### src/rtl/sp_pkg.sv
package sp_pkg;
  typedef enum logic [2:0] {
    OP_NONE = 3'd0,
    OP_PUSH = 3'd1,
    OP_POP  = 3'd2,
    OP_CALL = 3'd3,
    OP_RET  = 3'd4
  } sp_op_e;
endpackage

### src/rtl/sp_adjust.sv
module sp_adjust #(
  parameter int IMPL_W = 12
) (
  input  sp_pkg::sp_op_e     op_i,
  input  logic [IMPL_W-1:0]  sp_cur,
  output logic [IMPL_W-1:0]  sp_step,
  output logic [IMPL_W-1:0]  addr0,
  output logic [IMPL_W-1:0]  addr1,
  output logic               en,
  output logic               wr,
  output logic               pair
);
  import sp_pkg::*;

  localparam logic [IMPL_W-1:0] ONE = IMPL_W'(1);
  localparam logic [IMPL_W-1:0] TWO = IMPL_W'(2);

  // Arithmetic is IMPL_W bits wide, so it wraps modulo 2**IMPL_W.
  always_comb begin
    sp_step = sp_cur;
    addr0   = sp_cur;
    addr1   = sp_cur;
    en      = 1'b0;
    wr      = 1'b0;
    pair    = 1'b0;
    case (op_i)
      OP_PUSH: begin            // store at top, then move down
        sp_step = sp_cur - ONE;
        en      = 1'b1;
        wr      = 1'b1;
      end
      OP_POP: begin             // move up, then load
        addr0   = sp_cur + ONE;
        sp_step = sp_cur + ONE;
        en      = 1'b1;
      end
      OP_CALL: begin            // low byte at SP, high byte below it
        addr1   = sp_cur - ONE;
        sp_step = sp_cur - TWO;
        en      = 1'b1;
        wr      = 1'b1;
        pair    = 1'b1;
      end
      OP_RET: begin             // high byte at SP+1, low byte at SP+2
        addr0   = sp_cur + TWO;
        addr1   = sp_cur + ONE;
        sp_step = sp_cur + TWO;
        en      = 1'b1;
        pair    = 1'b1;
      end
      default: ;                // idle or undefined code
    endcase
  end
endmodule

### src/rtl/sp_bus_port.sv
module sp_bus_port #(
  parameter int              IMPL_W  = 12,
  parameter int              DATA_W  = 8,
  parameter int              BUS_AW  = 16,
  parameter logic [BUS_AW-1:0] LO_ADDR = 16'h005D
) (
  input  logic [BUS_AW-1:0]  bus_addr,
  input  logic [DATA_W-1:0]  bus_wdata,
  input  logic               bus_we,
  input  logic [IMPL_W-1:0]  sp_cur,
  output logic [DATA_W-1:0]  rdata,
  output logic               wr_hit,
  output logic [IMPL_W-1:0]  wr_val
);
  localparam logic [BUS_AW-1:0] HI_ADDR = LO_ADDR + BUS_AW'(1);
  localparam int                HI_BITS = IMPL_W - DATA_W;

  logic hit_lo, hit_hi;

  assign hit_lo = (bus_addr == LO_ADDR);
  assign hit_hi = (bus_addr == HI_ADDR);
  assign wr_hit = bus_we && (hit_lo || hit_hi);

  // read mux, unimplemented high bits padded with zero
  always_comb begin
    rdata = '0;
    if (hit_lo)      rdata = sp_cur[DATA_W-1:0];
    else if (hit_hi) rdata = {{(2*DATA_W-IMPL_W){1'b0}}, sp_cur[IMPL_W-1:DATA_W]};
  end

  // only the implemented bits of the high byte are loaded
  always_comb begin
    if (hit_lo) wr_val = {sp_cur[IMPL_W-1:DATA_W], bus_wdata};
    else        wr_val = {bus_wdata[HI_BITS-1:0], sp_cur[DATA_W-1:0]};
  end
endmodule

### src/rtl/stack_ptr_unit.sv
module stack_ptr_unit #(
  parameter int              SP_W      = 16,
  parameter int              IMPL_W    = 12,
  parameter int              DATA_W    = 8,
  parameter int              BUS_AW    = 16,
  parameter logic [SP_W-1:0] RESET_VAL = 16'h04FF,
  parameter logic [BUS_AW-1:0] LO_ADDR = 16'h005D
) (
  input  logic              clk,
  input  logic              rst_n,
  input  logic [2:0]        op,
  input  logic [BUS_AW-1:0] bus_addr,
  input  logic [DATA_W-1:0] bus_wdata,
  input  logic              bus_we,
  output logic [DATA_W-1:0] bus_rdata,
  output logic [SP_W-1:0]   sp,
  output logic [SP_W-1:0]   acc_addr0,
  output logic [SP_W-1:0]   acc_addr1,
  output logic              acc_en,
  output logic              acc_wr,
  output logic              acc_pair
);
  import sp_pkg::*;

  localparam int                PAD      = SP_W - IMPL_W;
  localparam logic [IMPL_W-1:0] RST_IMPL = RESET_VAL[IMPL_W-1:0];

  // Reset: asserted asynchronously, released on a clock edge
  logic rst_meta, rst_ok;
  always_ff @(posedge clk or negedge rst_n) begin
    if (!rst_n) begin
      rst_meta <= 1'b0;
      rst_ok   <= 1'b0;
    end else begin
      rst_meta <= 1'b1;
      rst_ok   <= rst_meta;
    end
  end

  logic [IMPL_W-1:0] sp_q, sp_d, step_val, wr_val, a0, a1;
  logic              wr_hit, sp_ld;
  sp_op_e            op_e;

  assign op_e = sp_op_e'(op);

  sp_adjust #(.IMPL_W(IMPL_W)) u_adjust (
    .op_i   (op_e),
    .sp_cur (sp_q),
    .sp_step(step_val),
    .addr0  (a0),
    .addr1  (a1),
    .en     (acc_en),
    .wr     (acc_wr),
    .pair   (acc_pair)
  );

  sp_bus_port #(
    .IMPL_W (IMPL_W),
    .DATA_W (DATA_W),
    .BUS_AW (BUS_AW),
    .LO_ADDR(LO_ADDR)
  ) u_bus (
    .bus_addr (bus_addr),
    .bus_wdata(bus_wdata),
    .bus_we   (bus_we),
    .sp_cur   (sp_q),
    .rdata    (bus_rdata),
    .wr_hit   (wr_hit),
    .wr_val   (wr_val)
  );

  // Next state: bus write wins over a stack step
  always_comb begin
    sp_ld = wr_hit || acc_en;
    sp_d  = wr_hit ? wr_val : step_val;
  end

  always_ff @(posedge clk or negedge rst_ok) begin
    if (!rst_ok)    sp_q <= RST_IMPL;
    else if (sp_ld) sp_q <= sp_d;
  end

  assign sp        = {{PAD{1'b0}}, sp_q};
  assign acc_addr0 = {{PAD{1'b0}}, a0};
  assign acc_addr1 = {{PAD{1'b0}}, a1};

  // ---------------- assertions ----------------
  localparam logic [SP_W-1:0] MASK = {{PAD{1'b0}}, {IMPL_W{1'b1}}};

  a_r2_push_step: assert property (@(posedge clk) disable iff (!rst_ok)
    (op == 3'd1 && !wr_hit) |=> sp == (($past(sp) - SP_W'(1)) & MASK));
  a_r3_pop_step: assert property (@(posedge clk) disable iff (!rst_ok)
    (op == 3'd2 && !wr_hit) |=> sp == (($past(sp) + SP_W'(1)) & MASK));
  a_r4_call_step: assert property (@(posedge clk) disable iff (!rst_ok)
    (op == 3'd3 && !wr_hit) |=> sp == (($past(sp) - SP_W'(2)) & MASK));
  a_r5_ret_step: assert property (@(posedge clk) disable iff (!rst_ok)
    (op == 3'd4 && !wr_hit) |=> sp == (($past(sp) + SP_W'(2)) & MASK));
  a_r4_pair_adjacent: assert property (@(posedge clk) disable iff (!rst_ok)
    (acc_pair && acc_wr) |-> acc_addr1 == ((acc_addr0 - SP_W'(1)) & MASK));
  a_r6_upper_zero: assert property (@(posedge clk) disable iff (!rst_ok)
    sp[SP_W-1:IMPL_W] == '0);
  a_r8_lo_write_wins: assert property (@(posedge clk) disable iff (!rst_ok)
    (bus_we && bus_addr == LO_ADDR) |=> sp[DATA_W-1:0] == $past(bus_wdata));
  a_r9_idle_holds: assert property (@(posedge clk) disable iff (!rst_ok)
    (!acc_en && !wr_hit) |=> $stable(sp));
endmodule

### config.mk
export PLATFORM = sky130hd
export DESIGN_NAME = stack_ptr_unit
export DESIGN_NICKNAME = d
export VERILOG_FILES = /design/src/rtl/sp_pkg.sv /design/src/rtl/sp_adjust.sv /design/src/rtl/sp_bus_port.sv /design/src/rtl/stack_ptr_unit.sv
export SDC_FILE = /design/constraint.sdc
export NUM_CORES = 1
export LEC_CHECK = 0
export ABC_AREA = 1
export BUFFER_PORTS_ARGS = -buffer_cell sky130_fd_sc_hd__buf_2
export CORE_ASPECT_RATIO = 1.1
export CORE_MARGIN = 3
export CORE_UTILIZATION = 30
export DETAILED_ROUTE_END_ITERATION = 10
export MAX_ROUTING_LAYER = met4
export PLACE_DENSITY = 0.59
export SKIP_LAST_GASP = 1
export SLEW_MARGIN = 20
export SYNTH_ARGS = -nofsm -noshare
export SYNTH_HDL_FRONTEND = slang
export SYNTH_SLANG_ARGS = --single-unit
### constraint.sdc
create_clock -name clk -period 6.2 [get_ports clk]
set_input_delay 1.24 -clock clk [delete_from_list [all_inputs] [get_ports clk]]
set_output_delay 1.24 -clock clk [all_outputs]
set_load 0.02 [all_outputs]
### Word-level counts from Yosys, hierarchy flattened

Cells that the tools add are included.

| storage, ports and cells | value |
|---|---|
| register bits after elaboration | 14 |
| input bits | 30 |
| output and inout port bits | 59 |
| word-level logic and storage cells | 35 |

| cells by class | value |
|---|---|
| add/subtract/negate cells | 4 |
| equality and inequality tests | 8 |
| multiplexer cells | 10 |
| reduce and logical (&&, ||, !) cells | 9 |

Operators by type and width:

| cell | count |
|---|---|
| case mux 12 bit (2 select lines) | 2 |
| case mux 12 bit (4 select lines) | 1 |
| == test 16 x 7 -> 1 bit (second input constant) | 2 |
| two-way mux 12 bit | 2 |
| adder 12 x 1 -> 12 bit (second input constant) | 1 |
| adder 12 x 2 -> 12 bit (second input constant) | 1 |
| subtractor 12 x 1 -> 12 bit (second input constant) | 1 |
| subtractor 12 x 2 -> 12 bit (second input constant) | 1 |
| two-way mux 8 bit | 1 |
| == test 3 x 2 -> 1 bit (second input constant) | 2 |
| AND reduction 3 bit | 2 |
| nonzero test 5 bit | 1 |
| two-way mux 4 bit | 1 |
| OR reduction 2 bit | 2 |
| OR reduction 4 bit | 1 |
| == test 3 x 1 -> 1 bit (second input constant) | 1 |
| == test 3 bit (second input constant) | 1 |
| two-way mux 1 bit | 3 |
| logical OR 1 bit | 2 |
| inequality test 2 x 1 -> 1 bit (second input constant) | 1 |
| inequality test 2 bit (second input constant) | 1 |
| logical AND 1 bit | 1 |

### Logic depth before layout (Yosys ltp)

| logic depth | value |
|---|---|
| depth after elaboration | 5 |
| depth in mapped cells | 14 |
| mapped depth without buffers | 12 |

### Cells and area by module

A second synthesis with hierarchy kept.

| unflattened totals | value |
|---|---|
| cells, all modules | 477 |
| area total of the unflattened synthesis | 2,964.1 um^2 |

Modules (own cells, without submodules):

| module | times used | cells each | area an instance (um^2) | sequential area each (um^2) |
|---|---|---|---|---|
| sp_adjust | 1 | 312 | 1,841.8 | 0.0 |
| stack_ptr_unit | 1 | 82 | 719.4 | 361.6 |
| sp_bus_port | 1 | 83 | 402.9 | 0.0 |

### Least setup slack after synthesis

OpenSTA, ideal clock, no wires.

| path | value |
|---|---|
| kind | input -> output |
| start | input port op[2] |
| end | output port acc_addr1[5] |
| arrival | 2.252 ns |
| required time | 4.960 ns |
| setup slack | 2.708 ns |
| stages | 8 |
| buffers on the path | 2 |
| cell sequence | inv_1 > nor2_1 > nand2_1 > inv_1 > buf_2 > buf_2 > nand3_1 > o211ai_1 |

| on the way | value |
|---|---|
| cells in the longest elaborated chain, start to end | 2 |
| elaborated cells on any way between the ends | 3 |
| those cells by class | 2 x eq/ne; 1 x mux |

RTL lines:

| element | RTL line | text |
|---|---|---|
| start: declaration | stack_ptr_unit.sv:11 | `input logic [2:0] op,` |
| == test 3 bit / == test 3 x 2 -> 1 bit (equally long branches) | sp_adjust.sv:26 | `case (op_i)` |
| case mux 12 bit (2 select lines) * | sp_adjust.sv:26 |  |
| end: declaration | stack_ptr_unit.sv:18 | `output logic [SP_W-1:0] acc_addr1,` |

Every way passes the cells marked *; elsewhere a longest branch is shown, timed or not.

### Final worst setup path

| path | value |
|---|---|
| start | input port op[2] |
| end | output port acc_addr0[3] |

| on the way | value |
|---|---|
| cells in the longest elaborated chain, start to end | 2 |
| elaborated cells on any way between the ends | 3 |
| those cells by class | 2 x eq/ne; 1 x mux |

RTL lines:

| element | RTL line | text |
|---|---|---|
| == test 3 bit / == test 3 x 2 -> 1 bit (equally long branches) | sp_adjust.sv:26 |  |
| case mux 12 bit (2 select lines) * | sp_adjust.sv:26 |  |
| end: declaration | stack_ptr_unit.sv:17 | `output logic [SP_W-1:0] acc_addr0,` |

Marks and branches as above.

==> reports/summary.log <==
INFO  outcome        outcome=completed
INFO  power_and_ir_drop total_power=0.00106W
INFO  routing        detail_route.drc_violations=0
INFO  cells_and_area num-fill-cells=944
INFO  place          gp_routability_congestion=0.922
INFO  routing        num_vias=3254
INFO  global_route   antenna_found_initial=0
INFO  power_and_ir_drop worst_ir_drop_vdd=0.172mV
INFO  synthesis      netlist.area_leader.share=19.7%
INFO  routing        route.antenna.remaining_nets=0
INFO  timing         period_share=66.2%
INFO  cells_and_area syn_to_final_growth=17.2%
INFO  global_route   track_usage=19.5%
INFO  critical_path  crit_path_frequent_cell=sky130_fd_sc_hd__nor2_1
INFO  synthesis      mappedNetlistArea=2500squm
INFO  critical_path  worst_setup_path_start_kind=input port
INFO  cells_and_area multi_input_comb_area=1830squm
INFO  critical_path  crit_chain=buf_2 > inv_1 > nor2_1 > nand2_1 > inv_1 > nand2_1 > nor2_1 > nor2_1 > o21ai_0 > buf_2
INFO  job            max_cap_violations=0
INFO  timing         timing.clock.skew=0.00522ns
INFO  cells_and_area sequential_cell_area=362squm
INFO  power_and_ir_drop power.density_cell_area=360nW/um^2
INFO  cells_and_area final_cell_area=2930squm
INFO  floorplanning  placement_rows=34
INFO  cts            cts_repair_resize_count=0
INFO  cts            htree_num_levels=1
INFO  cts            worst_setup_hold_path_clk_slew=0.06ns
INFO  timing         rsz_0062_raised_after_global_routing=false
INFO  cts            cts_setup_buffers=0
INFO  power_and_ir_drop leak_pwr=1.46nW
INFO  floorplanning  die_width=93.0um
INFO  cts            cts_tree=done
INFO  critical_path  cp.required=4.96ns
INFO  critical_path  slowest_stage=sky130_fd_sc_hd__inv_1
INFO  global_route   grt_pass1_vias=2952
INFO  critical_path  cp_top_family=buffers and inverters
INFO  synthesis      synth.ff_latch_count=14
INFO  cts            ctsRootBufferMaster=sky130_fd_sc_hd__clkbuf_8
INFO  global_route   grt_max_degree=22
INFO  timing         hold-worst-slack=0.196ns
INFO  timing         maxSlewHeadroom=52.8%
INFO  cts            cts_made_buffers=3
INFO  critical_path  critical_path_buf_inv_count=4
INFO  timing         timing_worst_slew_pin_value=0.707ns
INFO  cts            clock_path_buffers=2
INFO  synthesis      synthesis.yosys.warnings=0
INFO  global_route   global_route_wire_length_before_repair=14.4mm
INFO  worst_hold_path worst_hold_path_type=flip-flop to asynchronous set/reset pin
INFO  routing        first_pass_drt_iterations=5
INFO  synthesis      post-synth-top-area-cell=sky130_fd_sc_hd__nand2_1
INFO  routing        totalWireLength=9.28mm
INFO  cells_and_area num-nets-final=550
INFO  timing         maxSlewViolCount=0
INFO  critical_path  critical_path.max_stage_delay=0.57ns
INFO  timing         hold_viol_final=0
INFO  critical_path  cp-end-kind=output pin
INFO  cts            holdBufCountCts=0
INFO  routing        routedWlPerCell=14.9um
INFO  cells_and_area share_of_final_layout_standard_cells_stronger_than_drive_strength_1=21.0%
INFO  place          place.port_buffers=76
INFO  floorplanning  num_ports=89
INFO  timing         shortest_period_the_worst_path_allows=4.10ns
INFO  synthesis      seq_area_frac_synth=14.5%
INFO  synthesis      avgSynthCellArea=5.54squm
INFO  synthesis      netlist_top_cells_area=sky130_fd_sc_hd__nand2_1 20%, sky130_fd_sc_hd__nand3_1 14%, sky130_fd_sc_hd__nor2_1 9.8%, sky130_fd_sc_hd__dfstp_2 9.5%, sky130_fd_sc_hd__inv_1 6.0%
INFO  timing         achievable-frequency=244MHz
INFO  cells_and_area antenna-diode-count=0
INFO  place          placedInstanceArea=2880squm
INFO  timing         timing.final.setup_violations=0
INFO  timing         fin_tns_setup=0ns
INFO  floorplanning  core_region_area=8000squm
INFO  cts            numClockSinks=14
INFO  routing        dr.first_iter.drc_count=317
INFO  synthesis      synthDistinctLibCells=31
INFO  critical_path  critPathArrivalTime=2.86ns
INFO  cts            worstSkewPairLatency=0.24ns
INFO  floorplanning  initial_utilization=31.3%
INFO  synthesis      syn-instance-count=451
INFO  routing        post_drt_via_cell_ratio=5.23
INFO  floorplanning  die_y=102um
INFO  place          hpwl=7.36mm
INFO  global_route   grt-ovfl-total=0
INFO  critical_path  setup.worst_path.class=input port to output pin
INFO  critical_path  timing.critical_path.fanout_max=21
INFO  floorplanning  design.die.area=9470squm
-- state kept, by name (all words and copies together), names as in the netlist --
name / flops
rst_meta: 1
sp_q: 12
rst_ok: 1
-- report_power, final --
group	switching, W	total (W)	internal (W)
registers	0.000108	0.000249	0.000140
clock network	0.0000322	0.0000883	0.0000562
logic	0.000497	0.000718	0.000221
-- cell usage in the layout, fill, tap and decap left out, types with 7 or more instances in the layout --
master,netlist,layout
sky130_fd_sc_hd__nand4_1,13,13
sky130_fd_sc_hd__o211ai_1,15,15
sky130_fd_sc_hd__dfstp_2,9,9
sky130_fd_sc_hd__a21oi_1,7,7
sky130_fd_sc_hd__buf_2,12,76
sky130_fd_sc_hd__o21ai_0,17,17
sky130_fd_sc_hd__conb_1,2,13
sky130_fd_sc_hd__nor2_1,65,65
sky130_fd_sc_hd__nand3_1,70,70
sky130_fd_sc_hd__inv_1,40,40
sky130_fd_sc_hd__xor2_1,7,7
sky130_fd_sc_hd__nand2_1,131,131
-- Yosys cell counts (all sizes together) --
cell type,instances
nand2,133
nor2,75
nand3,72
inv,40
buf,27
o21ai,22
o211ai,15
nand4,13
dfstp,9
a21oi,7
xor2,7
dfrtp,5
ha,5
clkinv,4
o22ai,4
a21boi,3
nor3,3
o221ai,3
clkbuf,2
conb,2
-- worst reg2reg max path, stage by stage, from the launching register on --
cell,delay (ns)
sky130_fd_sc_hd__dfstp_2,0.62
sky130_fd_sc_hd__clkinv_1,0.38
sky130_fd_sc_hd__ha_1,0.46
sky130_fd_sc_hd__nand2_1,0.16
sky130_fd_sc_hd__inv_1,0.07
sky130_fd_sc_hd__nand2_1,0.08
sky130_fd_sc_hd__xor2_1,0.20
sky130_fd_sc_hd__nor2_1,0.06
sky130_fd_sc_hd__nor2_1,0.09
sky130_fd_sc_hd__nand2_1,0.07
sky130_fd_sc_hd__nand2_1,0.05
-- cell families (layout without fill, tap and decap cells) --
kind of cell	Yosys count	count (layout)	share of synthesized area (%)
AO/OA/AOI/OAI	54	54	13.4
XOR/XNOR	7	7	2.45
adder cells (fa/ha/maj)	5	5	2.50
buffers and inverters	73	125	14.2
flip-flops	14	14	14.5
other	2	13	0.300
AND/OR/NAND/NOR	296	296	52.7
-- layout make-up --
class / instances / area share, %
well taps: 108 / 4.61
repair buffers: 77 / 13.2
flip-flops and latches: 14 / 12.3
multi-input cells: 375 / 62.3
inverters: 44 / 5.64
clock buffers: 4 / 1.88
-- routing by layer --
metal	vias to the layer above	GRT usage, %	share of wire (%)
li1	1578	-	-
met1	1460	24.3	43
met2	177	32.1	45
met3	39	1.86	7.6
met4	0	8.34	4.1
met5	-	-	0
-- path summary, 6_finish.rpt --
path	startpoint	endpoint	slack, ns	cells after the start
min reg2reg	rst_ok	sp_q[11]	0.20	0
max in group asynchronous	rst_n	rst_ok	5.34	1
min in group clk	rst_meta	rst_ok	0.35	0
max reg2reg	sp_q[1]	sp_q[11]	3.89	10
min	rst_ok	sp_q[11]	0.20	0
max	op[2]	acc_addr0[3]	2.10	10
-- stage by stage --
stage	utilization [%]	std cells	setup WS, ns
final	36.6	622	2.10
after global routing	36.6	622	1.92
after CTS	36.6	622	2.12
after detailed placement	36.0	618	2.13
after global placement	36.0	618	2.19
after floorplan	-	462	2.71
No activity file was read; power rests on OpenSTA's default activity.
